### src/rtl/dre_pkg.sv
package dre_pkg;

  typedef enum logic [2:0] {
    ST_IDLE  = 3'd0,
    ST_REQ   = 3'd1,
    ST_WAIT  = 3'd2,
    ST_TERM  = 3'd3,
    ST_DONE  = 3'd4,
    ST_FAULT = 3'd5
  } dre_state_e;

  // Step index equals the register select code; the step order fixes the
  // write order, with the next-pointer last.
  typedef enum logic [1:0] {
    FLD_SRC  = 2'd0,
    FLD_DST  = 2'd1,
    FLD_CTRL = 2'd2,
    FLD_NEXT = 2'd3
  } dre_field_e;

  localparam int unsigned DRE_STEPS = 4;
  localparam int unsigned DRE_STEP_W = $clog2(DRE_STEPS);

  // Word offset of each field inside a descriptor in memory.
  function automatic logic [3:0] field_word_off(input dre_field_e f);
    case (f)
      FLD_SRC:  field_word_off = 4'd0;
      FLD_DST:  field_word_off = 4'd1;
      FLD_NEXT: field_word_off = 4'd2;
      default:  field_word_off = 4'd3;
    endcase
  endfunction

endpackage

### src/rtl/dre_addr_gen.sv
module dre_addr_gen
  import dre_pkg::*;
#(
  parameter int unsigned AW = 32
) (
  input  logic [AW-1:0]         base,
  input  logic [DRE_STEP_W-1:0] step,
  output dre_field_e            field,
  output logic [AW-1:0]         addr
);

  localparam int unsigned BYTE_SHIFT = 2;

  logic [AW-1:0] byte_off;

  always_comb begin
    field    = dre_field_e'(step);
    byte_off = '0;
    byte_off[BYTE_SHIFT +: 4] = field_word_off(field);
    addr     = base + byte_off;
  end

endmodule

### src/rtl/dre_seq.sv
module dre_seq
  import dre_pkg::*;
#(
  parameter int unsigned AW     = 32,
  parameter int unsigned DW     = 32,
  parameter int unsigned CW     = 3,
  parameter int unsigned TC_BIT = 31
) (
  input  logic                  clk,
  input  logic                  rst_n,
  input  logic                  start_valid,
  input  logic [CW-1:0]         start_chan,
  input  logic [AW-1:0]         start_link,
  input  logic [DW-1:0]         start_ctrl,
  input  logic                  req_ready,
  input  logic                  rsp_valid,
  input  logic [DW-1:0]         rsp_data,
  input  logic                  rsp_err,
  input  dre_field_e            cur_field,
  output logic [AW-1:0]         link_base,
  output logic [DRE_STEP_W-1:0] step,
  output logic                  busy,
  output logic                  req_valid,
  output logic                  rsp_ready,
  output logic                  wr_valid,
  output logic [DW-1:0]         wr_data,
  output logic                  en_clr,
  output logic                  tc_set,
  output logic                  err_set,
  output logic [CW-1:0]         op_chan
);

  localparam logic [DRE_STEP_W-1:0] LAST_STEP = DRE_STEP_W'(DRE_STEPS - 1);

  dre_state_e            state_q, state_d;
  logic [DRE_STEP_W-1:0] step_q, step_d;
  logic [CW-1:0]         chan_q;
  logic [AW-1:0]         link_q;
  logic [DW-1:0]         ctrl_q, ctrl_d;
  logic                  accept;
  logic                  good_rsp;
  logic                  ctrl_en;

  assign accept   = (state_q == ST_IDLE) && start_valid;
  assign good_rsp = (state_q == ST_WAIT) && rsp_valid && !rsp_err;
  assign ctrl_en  = accept || (good_rsp && cur_field == FLD_CTRL);

  always_comb begin
    state_d = state_q;
    step_d  = step_q;
    case (state_q)
      ST_IDLE: begin
        if (start_valid) begin
          step_d  = '0;
          state_d = (start_link == '0) ? ST_TERM : ST_REQ;
        end
      end
      ST_REQ: begin
        if (req_ready) state_d = ST_WAIT;
      end
      ST_WAIT: begin
        if (rsp_valid) begin
          if (rsp_err) begin
            state_d = ST_FAULT;
          end else if (step_q == LAST_STEP) begin
            state_d = ST_DONE;
          end else begin
            step_d  = step_q + 1'b1;
            state_d = ST_REQ;
          end
        end
      end
      default: state_d = ST_IDLE;
    endcase
  end

  always_comb begin
    ctrl_d = ctrl_q;
    if (accept)        ctrl_d = start_ctrl;
    else if (good_rsp) ctrl_d = rsp_data;
  end

  always_ff @(posedge clk or negedge rst_n) begin
    if (!rst_n) begin
      state_q <= ST_IDLE;
      step_q  <= '0;
    end else begin
      state_q <= state_d;
      step_q  <= step_d;
    end
  end

  always_ff @(posedge clk or negedge rst_n) begin
    if (!rst_n) begin
      chan_q <= '0;
      link_q <= '0;
    end else if (accept) begin
      chan_q <= start_chan;
      link_q <= start_link;
    end
  end

  always_ff @(posedge clk or negedge rst_n) begin
    if (!rst_n)       ctrl_q <= '0;
    else if (ctrl_en) ctrl_q <= ctrl_d;
  end

  assign link_base = link_q;
  assign step      = step_q;
  assign busy      = (state_q != ST_IDLE);
  assign req_valid = (state_q == ST_REQ);
  assign rsp_ready = (state_q == ST_WAIT);
  assign wr_valid  = good_rsp;
  assign wr_data   = rsp_data;
  assign en_clr    = (state_q == ST_TERM) || (state_q == ST_FAULT);
  assign err_set   = (state_q == ST_FAULT);
  assign tc_set    = ((state_q == ST_TERM) || (state_q == ST_DONE)) && ctrl_q[TC_BIT];
  assign op_chan   = chan_q;

  // an accepted request makes the engine busy in the next cycle
  a_r2_busy_after_start: assert property (@(posedge clk) disable iff (!rst_n)
    (start_valid && !busy) |=> busy);

  // the channel held for the operation is stable while busy
  a_r2_chan_stable: assert property (@(posedge clk) disable iff (!rst_n)
    (busy && $past(busy)) |-> $stable(op_chan));

  // a stalled read request keeps its valid
  a_r4_req_hold: assert property (@(posedge clk) disable iff (!rst_n)
    (req_valid && !req_ready) |=> req_valid);

  // nothing is read or written after the next-pointer write
  a_r5_next_last: assert property (@(posedge clk) disable iff (!rst_n)
    (wr_valid && cur_field == FLD_NEXT) |=> (!wr_valid && !req_valid));

  // a fault always drops the channel enable and never flags terminal count
  a_r7_fault_events: assert property (@(posedge clk) disable iff (!rst_n)
    err_set |-> (en_clr && !tc_set));

  // an error response is followed by the error event
  a_r7_err_follows: assert property (@(posedge clk) disable iff (!rst_n)
    (rsp_valid && rsp_ready && rsp_err) |=> err_set);

endmodule

### src/rtl/desc_reload_engine.sv
module desc_reload_engine
  import dre_pkg::*;
#(
  parameter int unsigned AW     = 32,
  parameter int unsigned DW     = 32,
  parameter int unsigned CW     = 3,
  parameter int unsigned TC_BIT = 31
) (
  input  logic          clk,
  input  logic          rst_n,
  input  logic          start_valid,
  input  logic [CW-1:0] start_chan,
  input  logic [AW-1:0] start_link,
  input  logic [DW-1:0] start_ctrl,
  output logic          busy,
  output logic          req_valid,
  output logic [AW-1:0] req_addr,
  input  logic          req_ready,
  input  logic          rsp_valid,
  input  logic [DW-1:0] rsp_data,
  input  logic          rsp_err,
  output logic          rsp_ready,
  output logic          wr_valid,
  output logic [1:0]    wr_sel,
  output logic [DW-1:0] wr_data,
  output logic          en_clr,
  output logic          tc_set,
  output logic          err_set,
  output logic [CW-1:0] op_chan
);

  logic [AW-1:0]         link_base;
  logic [DRE_STEP_W-1:0] step;
  dre_field_e            cur_field;

  dre_addr_gen #(.AW(AW)) u_addr (
    .base  (link_base),
    .step  (step),
    .field (cur_field),
    .addr  (req_addr)
  );

  dre_seq #(.AW(AW), .DW(DW), .CW(CW), .TC_BIT(TC_BIT)) u_seq (
    .clk         (clk),
    .rst_n       (rst_n),
    .start_valid (start_valid),
    .start_chan  (start_chan),
    .start_link  (start_link),
    .start_ctrl  (start_ctrl),
    .req_ready   (req_ready),
    .rsp_valid   (rsp_valid),
    .rsp_data    (rsp_data),
    .rsp_err     (rsp_err),
    .cur_field   (cur_field),
    .link_base   (link_base),
    .step        (step),
    .busy        (busy),
    .req_valid   (req_valid),
    .rsp_ready   (rsp_ready),
    .wr_valid    (wr_valid),
    .wr_data     (wr_data),
    .en_clr      (en_clr),
    .tc_set      (tc_set),
    .err_set     (err_set),
    .op_chan     (op_chan)
  );

  assign wr_sel = cur_field;

  // a stalled read request keeps its address
  a_r4_addr_hold: assert property (@(posedge clk) disable iff (!rst_n)
    (req_valid && !req_ready) |=> $stable(req_addr));

  // terminal events are only raised once no read is in flight
  a_r3_no_req_on_event: assert property (@(posedge clk) disable iff (!rst_n)
    (en_clr || tc_set) |-> (!req_valid && !rsp_ready));

endmodule

### config.mk
export PLATFORM = sky130hd
export DESIGN_NAME = desc_reload_engine
export DESIGN_NICKNAME = d
export VERILOG_FILES = /design/src/rtl/dre_pkg.sv /design/src/rtl/dre_addr_gen.sv /design/src/rtl/dre_seq.sv /design/src/rtl/desc_reload_engine.sv
export SDC_FILE = /design/constraint.sdc
export NUM_CORES = 1
export LEC_CHECK = 0
export ABC_CLOCK_PERIOD_IN_PS = 2600
export BUFFER_PORTS_ARGS = -buffer_cell sky130_fd_sc_hd__buf_4
export CORE_UTILIZATION = 39
export CTS_BUF_LIST = sky130_fd_sc_hd__clkbuf_2 sky130_fd_sc_hd__clkbuf_4 sky130_fd_sc_hd__clkbuf_8
export DETAILED_ROUTE_END_ITERATION = 8
export GPL_ROUTABILITY_DRIVEN = 1
export PLACE_DENSITY = 0.79
export SLEW_MARGIN = 20
export SYNTH_ARGS = -nofsm -noshare
export SYNTH_HDL_FRONTEND = slang
export SYNTH_SLANG_ARGS = --single-unit
### constraint.sdc
create_clock -name clk -period 2.6 [get_ports clk]
set_clock_uncertainty 0.2 [all_clocks]
set_input_delay 0.39 -clock clk [delete_from_list [all_inputs] [get_ports clk]]
set_output_delay 0.39 -clock clk [all_outputs]
set_load 0.01 [all_outputs]
Word-level counts from Yosys, hierarchy flattened
Index checks and enable logic that the tools add are counted.
Widths: inputs -> output; s select.
- multiplexer cells: 15
- eq/ne operators: 13
- $add $sub $neg: 2
- reductions and logical operators: 18
- operators with widths (kind ; number):
    $mux 32 ; 2
    $add 32x4->32 ; 1
    $logic_not 32->1 ; 1
    $mux 3 ; 5
    $mux 2 ; 5
    $pmux 3 s3 ; 1
    $ne 2x2->1 const B ; 4
    $eq 3x2->1 const B ; 2
    $eq 3x3->1 const B ; 2
    $pmux 2 s3 ; 1
    $logic_and 1x1->1 ; 5
    $reduce_and 5->1 ; 1
    $eq 2x2->1 const B ; 2
    $pmux 2 s2 ; 1
    $reduce_bool 2->1 ; 2
    $eq 3x1->1 const B ; 1
    $logic_not 3->1 ; 1
    $logic_or 1x1->1 ; 3
    $reduce_and 3->1 ; 1
    $reduce_bool 3->1 ; 1
    $add 2x1->2 const B ; 1
    $eq 2x1->1 const B ; 1
    $logic_not 2->1 ; 1
    $ne 2x1->1 const B ; 1
    2 further kinds ; 2
- output and inout bits: 76
- bits in registers: 72

Longest topological paths before layout
Gate-level depths: netlist of the first run.
- word-level depth: 6
- gate-level depth with buffers: 9

Modules after synthesis
From an unflattened synthesis of the first run, not the netlist that was laid out.
- cell total of the unflattened synthesis: 291
- area total of the unflattened synthesis: 2875.3 um^2
- by module, submodules not included (module ; sequential area each (um^2) ; cells an instance ; times used ; area each (um^2)):
    dre_seq ; 1026.0 ; 191 ; 1 ; 2183.3
    dre_addr_gen ; 0.0 ; 100 ; 1 ; 691.9

Worst setup path after synthesis of the first run
No wires, ideal clock.
- path type: reg2out
- start point: register u_seq.step_q[0], in the netlist u_seq.step[0]
- end point: output port req_addr[29]
- path buffers: 1
- required time: 2.010 ns
- data arrival time: 2.153 ns
- slack: -0.143 ns
- cell stages (with the launch flop): 9
- cell sequence: dfrtp_1 ha_1 or2_2 ha_1 a21oi_1 nor4b_4 buf_6 nand4_1 xnor2_1
- word-level cells in the longest chain between the ends: 3
- elaborated cells between the ends (all ways): 5
- RTL lines (what ; line ; source):
    from (decl) ; dre_seq.sv:36 ; logic [DRE_STEP_W-1:0] step_q, step_d;
    from (signal assigned) ; dre_seq.sv:89 ; step_q <= step_d;
    $eq 2x2->1 (tied with other cells) ; dre_pkg.sv:26 ; case (f)
    $pmux 2 s3 (*) ; dre_pkg.sv:26 ;
    $add 32x4->32 (*) ; dre_addr_gen.sv:20 ; addr = base + byte_off;
    to (decl) ; desc_reload_engine.sv:17 ; output logic [AW-1:0] req_addr,
Mark *: on every way between the ends. The rest lies on a longest branch, timed or not.

Worst setup path after layout of the first run
- start point: register u_seq.step_q[0], in the netlist u_seq.step[0]
- end point: output port req_addr[26]
The elaborated chain is that of the path after synthesis.

==> summary.txt, run 1 <==
Floorplanning
  – Num rows: 29
  – Die height: 85.1 µm
  – CORE AREA: 0.00649 mm²
  – Die area: 0.00724 mm²
  – Initial Util: 41.5%
  – Ports: 181
  – Die X: 85.1 µm

Cells and area
  – Multi-input gate area: 0.00157 mm²
  – Register Area: 0.00103 mm²
  – Nets: 438
  – N_diodes: 0
  – Most common cell after layout, fill and taps aside: buf_4
  – Fraction of layout cells with a size suffix above 1: 57.6%
  – Area growth, synth to finish: 36.9%
  – Final Non-Filler Cells: 405
  – Most frequent cells in the layout: buf_4 (100), dfrtp_1 (41), mux2_2 (34)
  – Fill cells: 550

Clock tree
  – Worst-path clk slew: 0.08 ns
  – CTS H-tree lvls: 2
  – Clk Latency, worst-skew pair: 0.29 ns
  – CTS sink count: 41
  – CTS tree: yes
  – Longest Clk Path Bufs: 2
  – CTS root buf: clkbuf_8
  – Total CTS buffers: 5

Outcome
  – Failing checks: negative setup slack
  – Status: complete, but fails checks

GRT
  – Largest net degree at the start of global routing: 42
  – First-pass GRT wire length: 10.6 mm
  – Global-route usage over all layers: 18.5%
  – Vias in the first global route: 2157
  – GRT overflow: 0
  – Initial antenna violation count: 0

Setup path
  – Crit path arrival time: 2.51 ns
  – Startpoint types: flop
  – Crit Path Category: flop to output port
  – Crit path required time: 2.01 ns
  – Crit. End Element: output port
  – R2R cell count: 4
  – Crit-path max FO: 5

Logic synthesis
  – Yosys Warn Count: 0
  – Synth Instances: 255
  – EDFF count, synth: 0
  – Part of the Yosys area used for sequential elements: 38.1%
  – Mapped Nets: 366
  – Top_reg_cell synth: dfrtp_1
  – Yosys cell types: 42
  – FF+latch count, synth: 41
  – Synth Area per Inst: 10.6 µm²
  – Fraction of registers with async set/reset: 100%
  – Syn Std Cell Area: 0.00269 mm²

Place
  – Post-place setup slack: -0.238 ns
  – Port bufs: 87
  – Cells after DPL: 384
  – GPL Wtd Cong: 0.810
  – HPWL after detailed placement: 4.78 mm

Timing
  – Final WS setup: -0.497 ns
  – Max frequency: 0.323 GHz
  – Slew Limit Headroom: 63.8%
  – Final Hold Violating Endpoints: 0
  – Crit share post-route: 119%
  – Final Critical Period: 3.10 ns
  – Final Setup Violations: 28
  – Final Slew Violations: 0
  – RSZ-0062 raised after global routing: true
  – Slew @ Worst Pin: 0.542 ns

Drt
  – Residual DRC: 0
  – Vias/cell: 5.35
  – DRT antenna net count: 0
  – Routed len/inst: 16.7 µm
  – 1st-iter DRT viols: 89
  – Via count: 2166
  – Final Routed Wirelength: 6.77 mm
  – Pre-antenna DRT Iters: 4

Power and ir drop
  – Peak supply drop: 0.000446 V
  – P_leak: 1.69 nW
  – Cell area power density: 1050 mW/mm²
  – Total power: 3.88 mW

Hold path
  – Hold Path Class: input pin to flop
  – Hold Path Cell Cnt: 2

Job
  – Max_cap viols: 0
## critical path: stages, from the launching register on
cell,delay [ns]
dfrtp_1,0.41
inv_2,0.06
ha_1,0.30
inv_2,0.09
ha_4,0.14
fa_2,0.24
nand2_4,0.08
nor3_4,0.21
buf_6,0.15
buf_16,0.12
nand4_1,0.12
xnor2_1,0.16
buf_4,0.14
## worst paths after layout
path / startpoint / endpoint / slack [ns]
worst max-delay path: u_seq.step[0] / req_addr[26] / -0.50
worst min-delay path: req_ready / u_seq.state_q[0] / 0.09
worst max register to register: u_seq.state_q[1] / u_seq.link_base[0] / 0.56
worst min register to register: u_seq.op_chan[0] / u_seq.op_chan[0] / 0.31
max in group asynchronous: rst_n / u_seq.op_chan[2] / 1.39
min in group asynchronous: rst_n / u_seq.link_base[20] / 0.43
## per-layer routing
layer	up-vias	track usage (%)	wire length, µm
met2	76	31.9	3440
met1	1057	23.0	2830
li1	1012	-	-
met3	21	3.99	382
met5	-	0	0
met4	0	6.32	114
## synth_stat cells (2+ instances only)
cell,number,area (µm²)
xor2_1,3,26.3
and3_1,7,43.8
nand3_1,12,60.1
xnor2_1,25,219
inv_1,7,26.3
a21oi_1,2,10.0
mux2_2,34,383
nand4b_1,3,26.3
nand4_1,9,56.3
and4_1,3,26.3
nor2b_1,2,12.5
nand2b_1,2,12.5
buf_6,3,33.8
buf_4,35,263
o21ai_1,2,10.0
dfrtp_1,41,1030
nor4_1,8,50.1
o21ai_0,4,20.0
nor3_1,4,20.0
nand2_1,15,56.3
buf_2,4,20.0
and2_1,3,18.8
nor2_1,3,11.3
ha_1,5,62.6
mux2i_1,2,20.0
## sequential cells by signal, summed over array words and instances (netlist names)
signal / cells
u_seq.link_base: 32
u_seq.state_q: 3
u_seq.op_chan: 3
u_seq.step: 2
u_seq.ctrl_q: 1
## per-stage QoR
step	hold WS, ns	setup TNS, ns	util [%]	instance area, µm²
finish	0.0870	-10.96	56.8	3690
global route	0.0876	-12.93	56.8	3690
CTS	0.0836	-10.67	54.7	3550
detailed placement	0.216	-3.49	50.7	3290
global placement	0.208	-2.74	50.7	3290
floorplan	-0.106	-0.160	-	2780
## power breakdown
| part | leakage, nW | internal, mW | switching, mW |
|---|---|---|---|
| combinational | 1.15 | 1.23 | 0.823 |
| sequential | 0.490 | 0.949 | 0.446 |
| clock | 0.0498 | 0.222 | 0.210 |
| total | 1.69 | 2.40 | 1.48 |
## repair_timing
action | 4_1_cts | 5_1_grt
endpoints found under the setup margin | 28 | 29
pin swaps | 6 | 10
hold buffers | 1 | 0
gates cloned | 1 | 0
endpoints found under the hold margin | 41 | 0
resized for setup | 19 | 16
buffers inserted | 4 | 8
## cell families (layout without fill, tap and decap cells)
family / after synthesis / in the layout / synth area share, %
muxes: 36 / 36 / 15.0
and+or+nand+nor: 80 / 80 / 18.8
AOI/OAI and AO/OA: 14 / 14 / 3.16
buffers and inverters: 50 / 123 / 12.9
DFF: 41 / 41 / 38.1
adders and majority gates: 6 / 6 / 3.07
xor gates and xnor gates: 28 / 28 / 9.10
## cell type report
class	count	share of cell area (%)
inverter	7	0.712
clock buffer	8	2.48
timing repair buffer	108	23.9
sequential	41	27.8
multi-input combinational	164	42.5
tap	77	2.61
Power figures use the tool's default switching activity.
==> inputs of run 2 (changes only) <==
--- a/config.mk
+++ b/config.mk
@@ -5,9 +5,10 @@
 export SDC_FILE = /design/constraint.sdc
 export NUM_CORES = 1
 export LEC_CHECK = 0
+export ABC_AREA = 1
 export ABC_CLOCK_PERIOD_IN_PS = 2600
 export BUFFER_PORTS_ARGS = -buffer_cell sky130_fd_sc_hd__buf_4
-export CORE_UTILIZATION = 39
+export CORE_UTILIZATION = 41
 export CTS_BUF_LIST = sky130_fd_sc_hd__clkbuf_2 sky130_fd_sc_hd__clkbuf_4 sky130_fd_sc_hd__clkbuf_8
 export DETAILED_ROUTE_END_ITERATION = 8
 export GPL_ROUTABILITY_DRIVEN = 1
==> run 2 against run 1 <==
The run still ends with negative setup slack left. Setup slack better by 0.17 ns. Hold slack improved by 0.0013 ns. Final area increased by 11%. Sequential power shrank 8%. Critical endpoint is now req_addr[16]. Largest power group unchanged. Highest routed layer unchanged.
==> summary.txt, run 2 <==
Outcome
  – Status: complete, but fails checks
  – Failing checks: negative setup slack

Drt
  – Residual DRC: 0
  – Via count: 2749
  – Pre-antenna DRT Iters: 4
  – Vias/cell: 4.87
  – Routed len/inst: 14.0 µm
  – 1st-iter DRT viols: 152
  – Final Routed Wirelength: 7.91 mm
  – DRT antenna net count: 0

Logic synthesis
  – Mux contribution to synthesized area: 7.74%
  – Top_reg_cell synth: dfrtp_1
  – Synth Instances: 388
  – XOR/XNOR share of the synthesized area: 5.64%
  – Syn Std Cell Area: 0.00310 mm²
  – FF+latch count, synth: 41
  – Adder-cell area share of the yosys netlist: 2.66%
  – Yosys cell types: 31
  – Part of the Yosys area used for sequential elements: 33.1%
  – Fraction of registers with async set/reset: 100%
  – Most numerous cell in the Yosys netlist: nand2_1
  – Largest family of logic cells by synthesized area: simple AND/OR/NAND/NOR gates
  – EDFF count, synth: 0
  – Top-area cell type share of the netlist area: 33.1%
  – Synth Area in Compound Gates: 5.32%
  – Synth Area per Inst: 8.00 µm²
  – Mapped Nets: 499
  – Post-synth top cells: nand2_1 (82), nor2_1 (48), inv_1 (42)
  – Yosys Warn Count: 0
  – Synth Area in Simple Gates: 29.6%
  – Area contributors post-synth: dfrtp_1 (33%), nand2_1 (9.9%), buf_4 (8.5%)
  – Largest area contributor in the netlist: dfrtp_1

Timing
  – Final Slew Violations: 0
  – Final Hold Violating Endpoints: 0
  – Final Critical Period: 2.93 ns
  – Final WS setup: -0.328 ns
  – Max frequency: 0.342 GHz
  – Slew Limit Headroom: 50.3%
  – Final Setup Violations: 28
  – Crit share post-route: 113%
  – RSZ-0062 raised after global routing: true
  – Slew @ Worst Pin: 0.745 ns
  – Hold_ws: 0.0883 ns

Place
  – HPWL after detailed placement: 5.92 mm
  – Port bufs: 87
  – Post-place setup slack: -0.139 ns
  – GPL Wtd Cong: 0.882

Clock tree
  – Longest Clk Path Bufs: 2
  – CTS root buf: clkbuf_8
  – Worst-path clk slew: 0.08 ns
  – CTS tree: yes
  – CTS H-tree lvls: 2
  – Total CTS buffers: 5
  – Clk Latency, worst-skew pair: 0.29 ns
  – CTS sink count: 41

GRT
  – Met2 Usage GRT: 34.4%
  – GRT overflow: 0
  – Initial antenna violation count: 0
  – Met3 Use GR: 3.69%
  – GR Util met1: 25.1%
  – Global route hottest layer: met2
  – Global-route usage over all layers: 20.3%
  – First-pass GRT wire length: 12.3 mm
  – Vias in the first global route: 2674
  – Largest net degree at the start of global routing: 58

Setup path
  – R2R cell count: 5
  – CP top delay family: adder cells
  – WP depth: 11
  – Worst Setup SP: u_seq.step[0]
  – Startpoint types: flop
  – Crit path required time: 2.01 ns
  – Crit-path max FO: 5
  – CP most frequent cell: ha_4
  – Crit Path Category: flop to output port
  – CP max stage delay: 0.41 ns
  – RR Startpoint: u_seq.state_q[2]
  – Critical path cell sequence: inv_2, ha_4, inv_4, ha_4, fa_2, nand3_4, nor2_4, and2_4, nand2_4, xor2_2, buf_4
  – Flop-to-flop setup slack: 0.65 ns
  – Crit path arrival time: 2.34 ns
  – Worst Setup EP: req_addr[16]
  – Worst R2R End: u_seq.link_base[0]
  – Crit path buf inv count: 3
  – Crit. End Element: output port
  – CP max-delay cell: dfrtp_1

Power and ir drop
  – Peak supply drop: 0.000863 V
  – Switching share of power: 43.9%
  – P_leak: 2.07 nW
  – Comb power frac: 58.6%
  – Share of power burned in registers: 30.3%
  – Clock power share: 11.1%
  – Cell area power density: 1030 mW/mm²
  – Pint: 2.37 mW
  – Net Switching: 1.86 mW

Cells and area
  – Area growth, synth to finish: 32.4%
  – Fraction of layout cells with a size suffix above 1: 44.8%
  – Nets: 576
  – Fill cells: 689
  – N_diodes: 0
  – Most frequent cells in the layout: buf_4 (100), nand2_1 (69), nor2_1 (44)
  – Max reg flops: 32
  – Most common cell after layout, fill and taps aside: buf_4

Floorplanning
  – Initial Util: 42.6%
  – Die area: 0.00792 mm²
  – Die X: 89.0 µm
  – CORE AREA: 0.00729 mm²
  – Num rows: 31
  – Die height: 89.0 µm
  – Ports: 181

Hold path
  – Hold Path Class: input pin to flop

Job
  – Max_cap viols: 0
run 2: changes by cell type after synthesis, moves of 9 or more:
cell	delta
nand2_1	+67
nor2_1	+45
inv_1	+35
mux2_2	-34
xnor2_1	-23
mux2_4	+16
xor2_1	+15
nor3_1	+9
run 2: worst reg2reg max path: cells and delay by family, from the launching register on:
| family | cells | cell delay (ns) |
|---|---|---|
| AND/OR/NAND/NOR | 3 | 0.63 |
| multiplexers | 1 | 0.48 |
| flip-flops | 1 | 0.44 |
| buffers and inverters | 1 | 0.08 |
run 2: area by class of cell:
cell class	instances	area (µm²)	share of cell area (%)
Sequential cell	41	1030	25.0
Tap cell	99	124	3.01
Multi-Input combinational cell	260	1810	44.0
Clock inverter	1	5.00	0.122
Inverter	46	178	4.32
Timing Repair Buffer	111	873	21.2
Clock buffer	7	96.3	2.34
run 2: metrics by stage:
step	area (µm²)	std cells	power (mW)	utilization (%)	setup TNS [ns]
detailed placement	3710	547	3.56	50.9	-1.30
CTS	3980	559	4.15	54.5	-6.99
finish	4110	565	4.23	56.4	-6.89
global placement	3710	547	3.48	50.9	-0.397
global route	4110	565	4.55	56.4	-9.54
floorplan	3160	388	2.76	-	-0.00160
run 2: cells by family after synthesis:
family / after synthesis
DFF: 41
muxes: 16
and+or+nand+nor: 190
AOI/OAI and AO/OA: 28
buffers and inverters: 87
adders and majority gates: 6
xor gates and xnor gates: 20
run 2: repair_timing:
| action | CTS | global route |
|---|---|---|
| endpoints found under the hold margin | 41 | 0 |
| hold buffers | 1 | 0 |
| resized for setup | 29 | 25 |
| pin swaps | 14 | 17 |
| buffers inserted | 4 | 6 |
| endpoints found under the setup margin | 28 | 28 |
run 2: power groups by stage:
stage,Combinational [mW],Sequential [mW],Clock [mW]
2_1_floorplan,1.57,1.19,0
3_3_place_gp,2.24,1.25,0
3_5_place_dp,2.30,1.26,0
4_1_cts,2.40,1.27,0.481
5_1_grt,2.72,1.33,0.501
6_report,2.48,1.28,0.468
run 2: routing by layer:
layer  wire (µm)  vias up
met1        3230     1289
li1            -     1324
met4         242        0
met5           0        -
met3         520       35
met2        3920      101
run 2: worst min-delay path by stage:
| stage | start | end | cells past startpoint |
|---|---|---|---|
| floorplan | rst_n | u_seq.ctrl_q[31] | 0 |
| global placement | rst_n | u_seq.link_base[21] | 1 |
| detailed placement | rst_n | u_seq.link_base[21] | 1 |
| CTS | req_ready | u_seq.state_q[0] | 2 |
| global route | req_ready | u_seq.state_q[0] | 2 |
| finish | req_ready | u_seq.state_q[0] | 2 |
